## src/rtl/a429_rx_bitdec.sv

```systemverilog
module a429_rx_bitdec #(
  parameter int DIV_LO = 10,
  parameter int DIV_HI = 80,
  parameter int HIST   = 10,
  parameter int RUN    = 3,
  parameter int SP_MIN = 8,
  parameter int SP_MAX = 12,
  parameter int GAP_N  = 3,
  parameter int WBITS  = 32
) (
  input  logic             clk,
  input  logic             rst_n,
  input  logic             rate_slow,
  input  logic             smp_one,
  input  logic             smp_zero,
  input  logic             smp_null,
  output logic [WBITS-1:0] word_o,
  output logic             eos_o
);
  localparam int CW  = $clog2(DIV_HI);
  localparam int NBW = $clog2(WBITS);
  localparam int SPW = $clog2(SP_MAX + 2);
  localparam int GW  = $clog2(GAP_N + 1);

  typedef enum logic [1:0] {S_IDLE, S_BIT, S_NUL} st_t;

  st_t             st_q;
  logic [CW-1:0]   div_q;
  logic [HIST-1:0] h_one, h_zero, h_null;
  logic [HIST-1:0] h_one_n, h_zero_n, h_null_n;
  logic [SPW-1:0]  spc_q;
  logic [GW-1:0]   gap_q;
  logic [NBW-1:0]  nb_q;
  logic [WBITS-1:0] sh_q, sh_nx;
  logic            bit_q;
  logic            tick, one_start, zero_start, bit_start, null_run, gap_null;
  logic            sp_ok, late, last, fail, accept, arm;

  // sample tick
  wire [CW-1:0] lim = rate_slow ? CW'(DIV_HI - 1) : CW'(DIV_LO - 1);
  assign tick = div_q >= lim;

  always_ff @(posedge clk)
    if (!rst_n)    div_q <= '0;
    else if (tick) div_q <= '0;
    else           div_q <= div_q + 1'b1;

  // sample histories, newest at index 0
  wire s1 = smp_one & ~smp_zero;
  wire s0 = smp_zero & ~smp_one;
  wire sn = smp_null & ~smp_one & ~smp_zero;

  assign h_one_n  = {h_one[HIST-2:0], s1};
  assign h_zero_n = {h_zero[HIST-2:0], s0};
  assign h_null_n = {h_null[HIST-2:0], sn};

  assign one_start  = (&h_one_n[RUN-1:0]) & ~h_one_n[RUN];
  assign zero_start = (&h_zero_n[RUN-1:0]) & ~h_zero_n[RUN];
  assign bit_start  = one_start | zero_start;
  assign null_run   = &h_null_n[RUN-1:0];
  assign gap_null   = null_run & (&h_null_n[HIST-1:HIST-RUN]);

  assign sp_ok = (spc_q >= SPW'(SP_MIN)) && (spc_q <= SPW'(SP_MAX));
  assign late  = spc_q > SPW'(SP_MAX);
  assign last  = nb_q == NBW'(WBITS - 1);
  assign sh_nx = {bit_q, sh_q[WBITS-1:1]};

  always_comb begin
    fail   = 1'b0;
    accept = 1'b0;
    arm    = 1'b0;
    case (st_q)
      S_IDLE: arm = gap_null && (gap_q == GW'(GAP_N - 1));
      S_BIT:
        if (bit_start) fail = (nb_q != '0) && !sp_ok;
        else           fail = (nb_q != '0) && late;
      S_NUL:
        if (bit_start || late) fail = 1'b1;
        else                   accept = null_run;
      default: ;
    endcase
  end

  always_ff @(posedge clk) begin
    if (!rst_n) begin
      st_q   <= S_IDLE;
      h_one  <= '0;
      h_zero <= '0;
      h_null <= '0;
      spc_q  <= '0;
      gap_q  <= '0;
      nb_q   <= '0;
      sh_q   <= '0;
      bit_q  <= 1'b0;
      word_o <= '0;
      eos_o  <= 1'b0;
    end else begin
      eos_o <= 1'b0;
      if (tick) begin
        h_one  <= h_one_n;
        h_zero <= h_zero_n;
        h_null <= h_null_n;
        if (spc_q <= SPW'(SP_MAX)) spc_q <= spc_q + 1'b1;
        if (fail) begin
          st_q  <= S_IDLE;
          gap_q <= '0;
          nb_q  <= '0;
        end else begin
          case (st_q)
            S_IDLE:
              if (!h_null_n[0]) gap_q <= '0;
              else if (arm) begin
                st_q  <= S_BIT;
                gap_q <= '0;
                nb_q  <= '0;
              end else if (gap_null) gap_q <= gap_q + 1'b1;
            S_BIT:
              if (bit_start) begin
                st_q  <= S_NUL;
                bit_q <= one_start;
                spc_q <= SPW'(1);
              end
            S_NUL:
              if (accept) begin
                sh_q <= sh_nx;
                if (last) begin
                  word_o <= sh_nx;
                  eos_o  <= 1'b1;
                  st_q   <= S_IDLE;
                  gap_q  <= '0;
                  nb_q   <= '0;
                end else begin
                  nb_q <= nb_q + 1'b1;
                  st_q <= S_BIT;
                end
              end
            default: st_q <= S_IDLE;
          endcase
        end
      end
    end
  end

  // divider stays inside the slow range, end pulse only after a tick
  a_r1_div_range: assert property (@(posedge clk) disable iff (!rst_n)
    div_q <= CW'(DIV_HI - 1));
  a_r1_eos_after_tick: assert property (@(posedge clk) disable iff (!rst_n)
    eos_o |-> $past(tick));
  // the three histories never claim the same sample twice
  a_r3_exclusive: assert property (@(posedge clk) disable iff (!rst_n)
    ((h_one & h_zero) | (h_one & h_null) | (h_zero & h_null)) == '0);
  // a later bit start is taken only inside the spacing window
  a_r5_window: assert property (@(posedge clk) disable iff (!rst_n)
    ($past(st_q) == S_BIT && st_q == S_NUL && $past(nb_q) != '0)
      |-> ($past(spc_q) >= SPW'(SP_MIN) && $past(spc_q) <= SPW'(SP_MAX)));
  // leaving idle for reception needs the full gap count
  a_r6_arm: assert property (@(posedge clk) disable iff (!rst_n)
    ($past(st_q) == S_IDLE && st_q == S_BIT)
      |-> ($past(gap_q) == GW'(GAP_N - 1) && $past(tick)));
  // end pulse lasts one clock
  a_r7_one_clock: assert property (@(posedge clk) disable iff (!rst_n)
    eos_o |=> !eos_o);
  // output word moves only together with the end pulse
  a_r9_hold: assert property (@(posedge clk) disable iff (!rst_n)
    !eos_o |-> $stable(word_o));
endmodule

```

## config.mk

```make
export PLATFORM = sky130hd
export DESIGN_NAME = a429_rx_bitdec
export DESIGN_NICKNAME = d
export VERILOG_FILES = /design/src/rtl/a429_rx_bitdec.sv
export SDC_FILE = /design/constraint.sdc
export NUM_CORES = 1
export LEC_CHECK = 0
export BUFFER_PORTS_ARGS = -buffer_cell sky130_fd_sc_hd__buf_2
export CAP_MARGIN = 40
export CORE_MARGIN = 10
export CORE_UTILIZATION = 59
export DETAILED_ROUTE_END_ITERATION = 8
export PLACE_DENSITY = 0.79
export SKIP_CTS_REPAIR_TIMING = 1
export SYNTH_ARGS = -nofsm -noshare
export SYNTH_HDL_FRONTEND = slang
export SYNTH_SLANG_ARGS = --single-unit
export TNS_END_PERCENT = 10
```

## constraint.sdc

```tcl
create_clock -name clk -period 3.4 [get_ports clk]
set_clock_uncertainty 0.2 [all_clocks]
set_input_delay 0.34 -clock clk [delete_from_list [all_inputs] [get_ports clk]]
set_output_delay 0.34 -clock clk [all_outputs]
set_load 0.05 [all_outputs]
```

# Word level (Yosys, flattened, before mapping)
# Index checks and enable logic that the tools add are counted.
[totals] out_inout_bits=33 latchBits=0 elab_cells=100 mem_bits_ro=0 mem_count=0 ramBits=0 regBits=101
[op_classes] n_div=0 bitwise=17 n_lt_le_gt_ge=4 n_reduce_logical=21 shift=0 mux=32 multipliers=0 n_addsub=4 n_eq_ne=10
[op_table] op="5-bit two-way mux" n=5
[op_table] op="2-bit two-way mux" n=11
[op_table] op="5-bit AND reduction" n=4
[op_table] op="4-bit two-way mux" n=4
[op_table] op="3-bit inequality test, second input constant" n=5
[op_table] op="3-bit AND reduction" n=4
[op_table] op="5-bit case mux with 2 select lines" n=1
[op_table] op="1-bit inverter" n=9
[op_table] op="4-bit AND reduction" n=2
[op_table] op="7-bit by 1-bit adder with 7-bit output, second input constant" n=1
[op_table] op="1-bit AND" n=7
[op_table] op="7-bit >= comparator" n=1
[op_table] op="1-bit two-way mux" n=7
[op_table] op="7-bit two-way mux" n=1
[op_table] op="2-bit case mux with 3 select lines" n=1
[op_table] op="5-bit by 1-bit adder with 5-bit output, second input constant" n=1
[op_table] op="5-bit == test, second input constant" n=1
[op_table] op="5-bit inequality test, second input constant" n=1
[op_table] op="5-bit nonzero test" n=1
[op_table] op="5-bit OR reduction" n=1
[op_table] op="4-bit by 1-bit adder with 4-bit output, second input constant" n=1
[op_table] op="2-bit == test, second input constant" n=2
[op_table] op="4-bit >= comparator, second input constant" n=1
[op_table] op="4-bit > comparator, second input constant" n=1
[op_table] op="12 further kinds" n=15

# Depth between registers and ports, before layout
# Gate-level depths: netlist of run 1.
[logic_depth] depth_word=11 depth_mapped=10 ltp_nobuf=8

# Worst setup path after synthesis of run 1
# Ideal clock, no wire load.
[synth_path] path_kind="input to register" startpoint="input smp_zero" endpoint="register word_o[12]" setup_ns=0.066 path_slack_ns=1.011 t_required_ns=3.134 cell_stages=8 n_path_buf=2 arrival_time_ns=2.123 cell_sequence="or3b_1 -> or4_1 -> or3_1 -> buf_6 -> nor2_8 -> buf_6 -> nand2_1 -> a21boi_2"
[synth_between] elab_chain_cells=10 elab_cells_between_ends=18 cone_classes="5 x mux; 8 x bitwise; 5 x reduce/logical"
[synth_lines] item="start: declaration" line_no="15" text="input logic smp_zero,"
[synth_lines] item="1-bit inverter" line_no="49, 51"
[synth_lines] item="1-bit AND" line_no="49" text="wire s1 = smp_one & ~smp_zero;"
[synth_lines] item="3-bit AND reduction" line_no="57" text="assign one_start = (&h_one_n[RUN-1:0]) & ~h_one_n[RUN];"
[synth_lines] item="1-bit AND" line_no="57"
[synth_lines] item="1-bit bitwise OR" line_no="59" text="assign bit_start = one_start | zero_start;"
[synth_lines] item="1-bit logical OR" line_no="78" text="if (bit_start || late) fail = 1'b1;"
[synth_lines] item="1-bit two-way mux" line_no="78"
[synth_lines] item="1-bit case mux with 2 select lines" line_no="72" text="case (st_q)"
[synth_lines] item="1-bit inverter (no source line)"
[synth_lines] item="5-bit AND reduction (no source line) *"
[synth_lines] item="end signal: assignment" line_no="127" text="word_o <= sh_nx;"
[synth_lines] item="end: declaration" line_no="17" text="output logic [WBITS-1:0] word_o,"
# Mark *: on every way between the ends. The rest lies on a longest branch, timed or not.
# A chain may end at the register's enable or synchronous reset.

# Worst setup path in the final report of run 1
[layout_path] startpoint="register st_q[0]" endpoint="register word_o[23]"
[layout_between] elab_chain_cells=4 elab_cells_between_ends=6 cone_classes="2 x eq/ne; 2 x mux; 1 x bitwise; 1 x reduce/logical"
[layout_lines] item="start: declaration" line_no="27" text="st_t st_q;"
[layout_lines] item="start signal: assignment" line_no="86" text="st_q <= S_IDLE;"
[layout_lines] item="start signal: assignment" line_no="105" text="st_q <= S_IDLE;"
[layout_lines] item="start signal: assignment" line_no="113" text="st_q <= S_BIT;"
[layout_lines] item="2-bit == test / 2-bit by 1-bit == test with 1-bit output (equally long branches)" line_no="72, 109"
[layout_lines] item="1-bit case mux with 2 select lines" line_no="72"
[layout_lines] item="1-bit inverter (no source line)"
[layout_lines] item="5-bit AND reduction (no source line) *"
# Marks and branches as above.

==> results of run 1 <==
sequential cells by signal, summed over array words and instances, names as in the netlist:
signal  cells
h_null      9
bit_q       1
eos_o       1
gap_q       2
word_o     32
h_one       3
nb_q        5
h_zero      3
st_q        2
sh_q       31
spc_q       4
div_q       7
layout by cell type (no fill, tap or decap), types with 3 or more instances in the layout:
cell | Yosys | final
a21boi_0 | 48 | 48
a21boi_2 | 30 | 30
a21oi_1 | 8 | 8
and3_1 | 6 | 6
buf_2 | 2 | 38
buf_4 | 0 | 6
clkbuf_8 | 0 | 10
dfxtp_1 | 100 | 100
ha_1 | 14 | 14
inv_1 | 13 | 13
inv_6 | 0 | 3
mux2i_1 | 3 | 3
nand2_1 | 166 | 166
nand2_2 | 10 | 10
nand2b_1 | 3 | 3
nand3_1 | 10 | 10
nand4_1 | 5 | 5
nor2_1 | 16 | 16
nor3_1 | 5 | 5
nor3b_1 | 4 | 4
nor4_1 | 4 | 4
o21ai_0 | 8 | 8
o22ai_1 | 3 | 3
xnor2_1 | 3 | 3
logic make-up (layout without fill, tap and decap cells):
group / count (synthesis) / in the layout / share of synthesized area, %
simple gates: 249 / 249 / 25.4
buf+inv: 41 / 73 / 4.34
xor+xnor: 5 / 5 / 0.974
compound gates: 109 / 109 / 19.9
mux: 4 / 4 / 0.918
fa+ha+maj: 14 / 14 / 3.90
flops: 100 / 100 / 44.5
through the flow:
| stage | util [%] | cells | hold WS (ns) | power [mW] |
|---|---|---|---|---|
| 2_1_floorplan | - | 522 | 0.230 | 1.24 |
| 3_3_place_gp | 64.3 | 637 | 0.248 | 1.25 |
| 3_5_place_dp | 64.3 | 637 | 0.255 | 1.26 |
| 4_1_cts | 67.1 | 653 | 0.158 | 2.03 |
| 5_1_grt | 67.1 | 653 | 0.192 | 2.09 |
| 6_report | 67.1 | 653 | 0.160 | 2.01 |
worst max path at each step:
stage,end,depth (start not counted)
after global routing,word_o[22],8
final,word_o[23],8
after CTS,word_o[13],8
after global placement,word_o[1],7
after floorplan,word_o[12],8
after detailed placement,word_o[13],7
per-layer routing:
layer | GRT usage [%] | up-vias | share of wire, %
met5 | 0 | - | 0
met4 | 7.54 | 0 | 1.8
met3 | 4.49 | 14 | 4.5
met2 | 27.5 | 55 | 49
met1 | 18.1 | 1689 | 45
li1 | - | 1817 | -
area by class of cell:
type / instances / area, um2 / area share, %
Tap cell: 99 / 124 / 2.52
Inverter: 13 / 48.8 / 0.991
Multi-Input combinational cell: 381 / 2310 / 46.8
Timing Repair Buffer: 44 / 235 / 4.78
Sequential cell: 100 / 2000 / 40.7
Clock inverter: 6 / 68.8 / 1.40
Clock buffer: 10 / 138 / 2.80
power groups by stage:
stage / Combinational (mW) / Clock (mW) / Sequential, mW
after global routing: 0.0578 / 0.855 / 1.18
after global placement: 0.0510 / 0 / 1.20
final: 0.0517 / 0.787 / 1.18
after floorplan: 0.0394 / 0 / 1.20
after detailed placement: 0.0524 / 0 / 1.20
after CTS: 0.0524 / 0.805 / 1.18
worst max-delay path, stage by stage, from the launching register on:
cell and delay (ns):
dfxtp_1 0.36, inv_1 0.09, ha_1 0.25, inv_1 0.14
or4_1 0.61, or3_1 0.43, nor2_8 0.44, nand2_1 0.13
a21boi_2 0.15
==> results.ini, run 1 <==
[synthesis]
yosysTopAreaCellShare_pct = 44.5
yosysSeqAreaShare_pct = 44.5
syn_area_per_cell_um2 = 8.61
ys_warn_count = 0
synth_most_common_cell = nand2_1
synth_top_cell_by_area = dfxtp_1
synth-seq-cells = 100
synth_area_um2 = 4500
async_flop_share_pct = 0
ys.flop_type = dfxtp_1
synth_area_leaders = dfxtp_1, nand2_1, a21boi_0
yosys-top-cells-count = nand2_1, dfxtp_1, a21boi_0
synth_fp_nets = 542
postSynthCellCount = 522
synth_cell_types = 52
synth_edf_count = 0

[sta]
period_share_pct = 84.9
hold_viol = 0
slew_headroom_pct = 42.9
worst_slew_pin_slew_ns = 0.857
setup_ws_ns = 0.513
setup_violations = 0
max_freq_mhz = 346
grt_setup_unrepaired = false
setup-tns-final_ns = 0
slew_violations = 0
fin_crit_ns = 2.89

[clock_tree]
cts_buffers = 9
clockRootBuffer = clkbuf_8
h-tree-depth = 3
cts_sinks = 100
clkTransAtPathRegs_ns = 0.10
insertion_delay_ns = 0.37
clock_path_buffers = 2
cts_tree = yes

[setup_path]
cp-startpoint = st_q[0]
r2r_end = word_o[23]
start_kind = flip-flop
regToRegSetupSlack_ns = 0.51
worstPathRequired_ns = 3.51
reg2reg_from = st_q[0]
worstSetupPathType = reg -> reg
crit_arrival_ns = 3.00
critPathMaxFanout = 32
reg2regPathDepth = 8
worstSetupEndpointType = flip-flop

[detailed_routing]
drc = 0
wl_per_cell_um = 13.6
routed_wl_um = 8860
vias_per_cell = 5.47
ant_nets = 0
via_count = 3575
drtIter0Drc = 191
drt_pass1_iterations = 4

[power]
ir_drop_mv = 0.212
switchingPower_uw = 449
power_density_nw_per_um2 = 409
p_int_mw = 1.57
seqPwrFrac_pct = 58.4
combPwrFrac_pct = 2.6
p_clk_share_pct = 39.0
p_sw_share_pct = 22.3
power.leakage_nw = 1.77

[run]
drv_cap = 0

[grt]
grt_overflow = 0
grt_pass1_vias = 3484
grt_pass1_wl_um = 15400
grt_antenna_before_repair = 0
grt_max_degree = 61
track_usage_pct = 16.1

[die]
pin_count = 39
initial_core_util_pct = 61.3
core_area_um2 = 7330
die_area_um2 = 11500
fp-row-count = 31
die_h_um = 107
die_w_um = 107

[place]
dpl_cell_area_um2 = 4720
dp_worst_setup_slack_ns = 0.514
gp_congestion = 0.806
port_buffers = 38
hpwl_um = 6160

[hold_path]
min_path_type = in -> reg
hold_depth = 4
hold_start = smp_zero
hold_path_end = h_null[0]

[cells_and_area]
num-fill-cells = 621
drive_gt1_share_pct = 19.0
antenna_cells = 0
final_nets = 569
stdcell_area_um2 = 4920
area_growth_pct = 9.46

[run_status]
status = finished clean

(Power assumes the default switching activity.)
==> inputs of run 2 (changes only) <==
==> constraint.sdc (replaced) <==
create_clock -name clk -period 3 [get_ports clk]
set_clock_uncertainty 0.2 [all_clocks]
set_input_delay 0.3 -clock clk [delete_from_list [all_inputs] [get_ports clk]]
set_output_delay 0.3 -clock clk [all_outputs]
set_load 0.05 [all_outputs]
==> run 2 against run 1 <==
  * Register-to-register slack worse by 0.31 ns
  * Cell count up 0.31%
  * Combinational power increased by 16%
  * Sequential cell count unchanged
  * Count of clock-buffer cells in the layout decreased by 1
  * Via count decreased by 0.73%
  * Critical path depth is the same
==> results.ini, run 2 (same netlist as run 1, synthesis figures left out) <==
[grt]
track_usage_pct = 15.5
grt_antenna_before_repair = 0
grt_pass1_wl_um = 15000
grt_max_degree = 39
grt_pass1_vias = 3408
grt_overflow = 0

[clock_tree]
insertion_delay_ns = 0.36
cts_buffers = 9
cts_sinks = 100
clockRootBuffer = clkbuf_8
clock_path_buffers = 2
cts_tree = yes
clkTransAtPathRegs_ns = 0.10
h-tree-depth = 3

[setup_path]
r2r_end = spc_q[0]
crit_arrival_ns = 2.86
reg2regPathDepth = 8
reg2reg_from = st_q[1]
crit_family = compound AO/OA/AOI/OAI gates
worstSetupEndpointType = flip-flop
cp_slowest_cell = or4bb_1
start_kind = flip-flop
critPathMaxFanout = 8
path_cells = inv_1 > ha_1 > or4bb_1 > o22ai_1 > o22ai_1 > nand3b_1 > a21oi_1 > o211a_1
cpPeakStageDelay_ns = 0.48
worstSetupPathType = reg -> reg
worstPathRequired_ns = 3.06
crit_buf_inv = 1
critPathMostFrequentCell = o22ai_1
regToRegSetupSlack_ns = 0.20

[power]
p_clk_share_pct = 40.5
combPwrFrac_pct = 2.6
ir_drop_mv = 0.329
power.leakage_nw = 1.80
total_power_mw = 2.34
seqPwrFrac_pct = 56.9
p_sw_share_pct = 21.6
switchingPower_uw = 505
p_int_mw = 1.84
power_density_nw_per_um2 = 470

[sta]
hold_ws_ns = 0.139
max_freq_mhz = 357
worst_slew_pin_slew_ns = 0.696
period_share_pct = 93.3
setup_violations = 0
slew_violations = 0
fin_crit_ns = 2.80
slew_headroom_pct = 53.1
hold_viol = 0
grt_setup_unrepaired = false
setup-tns-final_ns = 0

[die]
initial_core_util_pct = 61.3
core_area_um2 = 7330
die_w_um = 107
die_h_um = 107
pin_count = 39
fp-row-count = 31
die_area_um2 = 11500

[cells_and_area]
num-fill-cells = 612
reg.largest.list = word_o: 32 flops, sh_q: 31 flops, h_null: 9 flops
final_nets = 571
antenna_cells = 0
layout_common_cells = nand2_1, dfxtp_1, a21boi_0
layout_commonest_cell = nand2_1
area_growth_pct = 10.7
top_register = word_o
stdcell_area_um2 = 4980
largest_reg_flops = 32
drive_gt1_share_pct = 19.2
fin_util_pct = 67.9

[hold_path]
hold_path_end = h_null[0]
hold_start = smp_one
min_path_type = in -> reg
hold_depth = 4

[detailed_routing]
vias_per_cell = 5.42
drt_pass1_iterations = 4
ant_nets = 0
routed_wl_um = 8660
via_count = 3549
wl_per_cell_um = 13.2
drtIter0Drc = 116
drc = 0

[place]
gp_congestion = 0.909
hpwl_um = 6270
dpl_cell_area_um2 = 4760
port_buffers = 38

[run_status]
status = finished clean

[run]
drv_cap = 0

## run 2: cell types whose count changed in the layout (fill, tap and decap cells not counted)
cell,change
buf_12,+2
bufinv_16,+1
clkbuf_8,-1
clkinv_2,+1
clkinv_4,+1
clkinvlp_4,-1
inv_6,-2
inv_8,+1
## run 2: final cells by class
class | instances | area (um2) | area share, %
timing repair buffer | 46 | 275 | 5.53
sequential | 100 | 2000 | 40.2
clock inverter | 7 | 98.8 | 1.99
multi-input combinational | 381 | 2310 | 46.3
tap | 99 | 124 | 2.49
clock buffer | 9 | 124 | 2.49
inverter | 13 | 48.8 | 0.980
## run 2: how the worst max path moves through the flow
stage,from,cells after the start,to
final,st_q[1],8,spc_q[0]
after global routing,st_q[1],8,spc_q[0]
after CTS,st_q[1],8,spc_q[0]
after detailed placement,st_q[0],8,st_q[1]
after global placement,st_q[0],9,word_o[27]
after floorplan,st_q[0],10,word_o[12]
## run 2: per-layer routing
metal,part of all wire [%],track usage [%],up-vias
met3,4.5,3.83,9
met2,49,27.4,58
li1,-,-,1808
met4,1.4,6.48,0
met5,0,0,-
met1,45,17.3,1674
## run 2: worst register-to-register path: stages, from the launching register on
cell and delay, ns:
dfxtp_1 0.40, inv_1 0.08, ha_1 0.32, or4bb_1 0.48
o22ai_1 0.27, o22ai_1 0.27, nand3b_1 0.34, a21oi_1 0.12
o211a_1 0.21
## run 2: per-stage QoR
stage / setup WS (ns) / instances
floorplan: 0.616 / 522
global placement: 0.360 / 639
detailed placement: 0.290 / 639
CTS: 0.277 / 655
global route: 0.0122 / 655
finish: 0.200 / 655
## run 2: power groups by stage
stage          Sequential (mW)  Clock (mW)  Combinational, mW
6_report                  1.33       0.949             0.0598
3_3_place_gp              1.36           0             0.0588
2_1_floorplan             1.36           0             0.0446
5_1_grt                   1.33        1.02             0.0673
4_1_cts                   1.33       0.972             0.0604
3_5_place_dp              1.36           0             0.0602
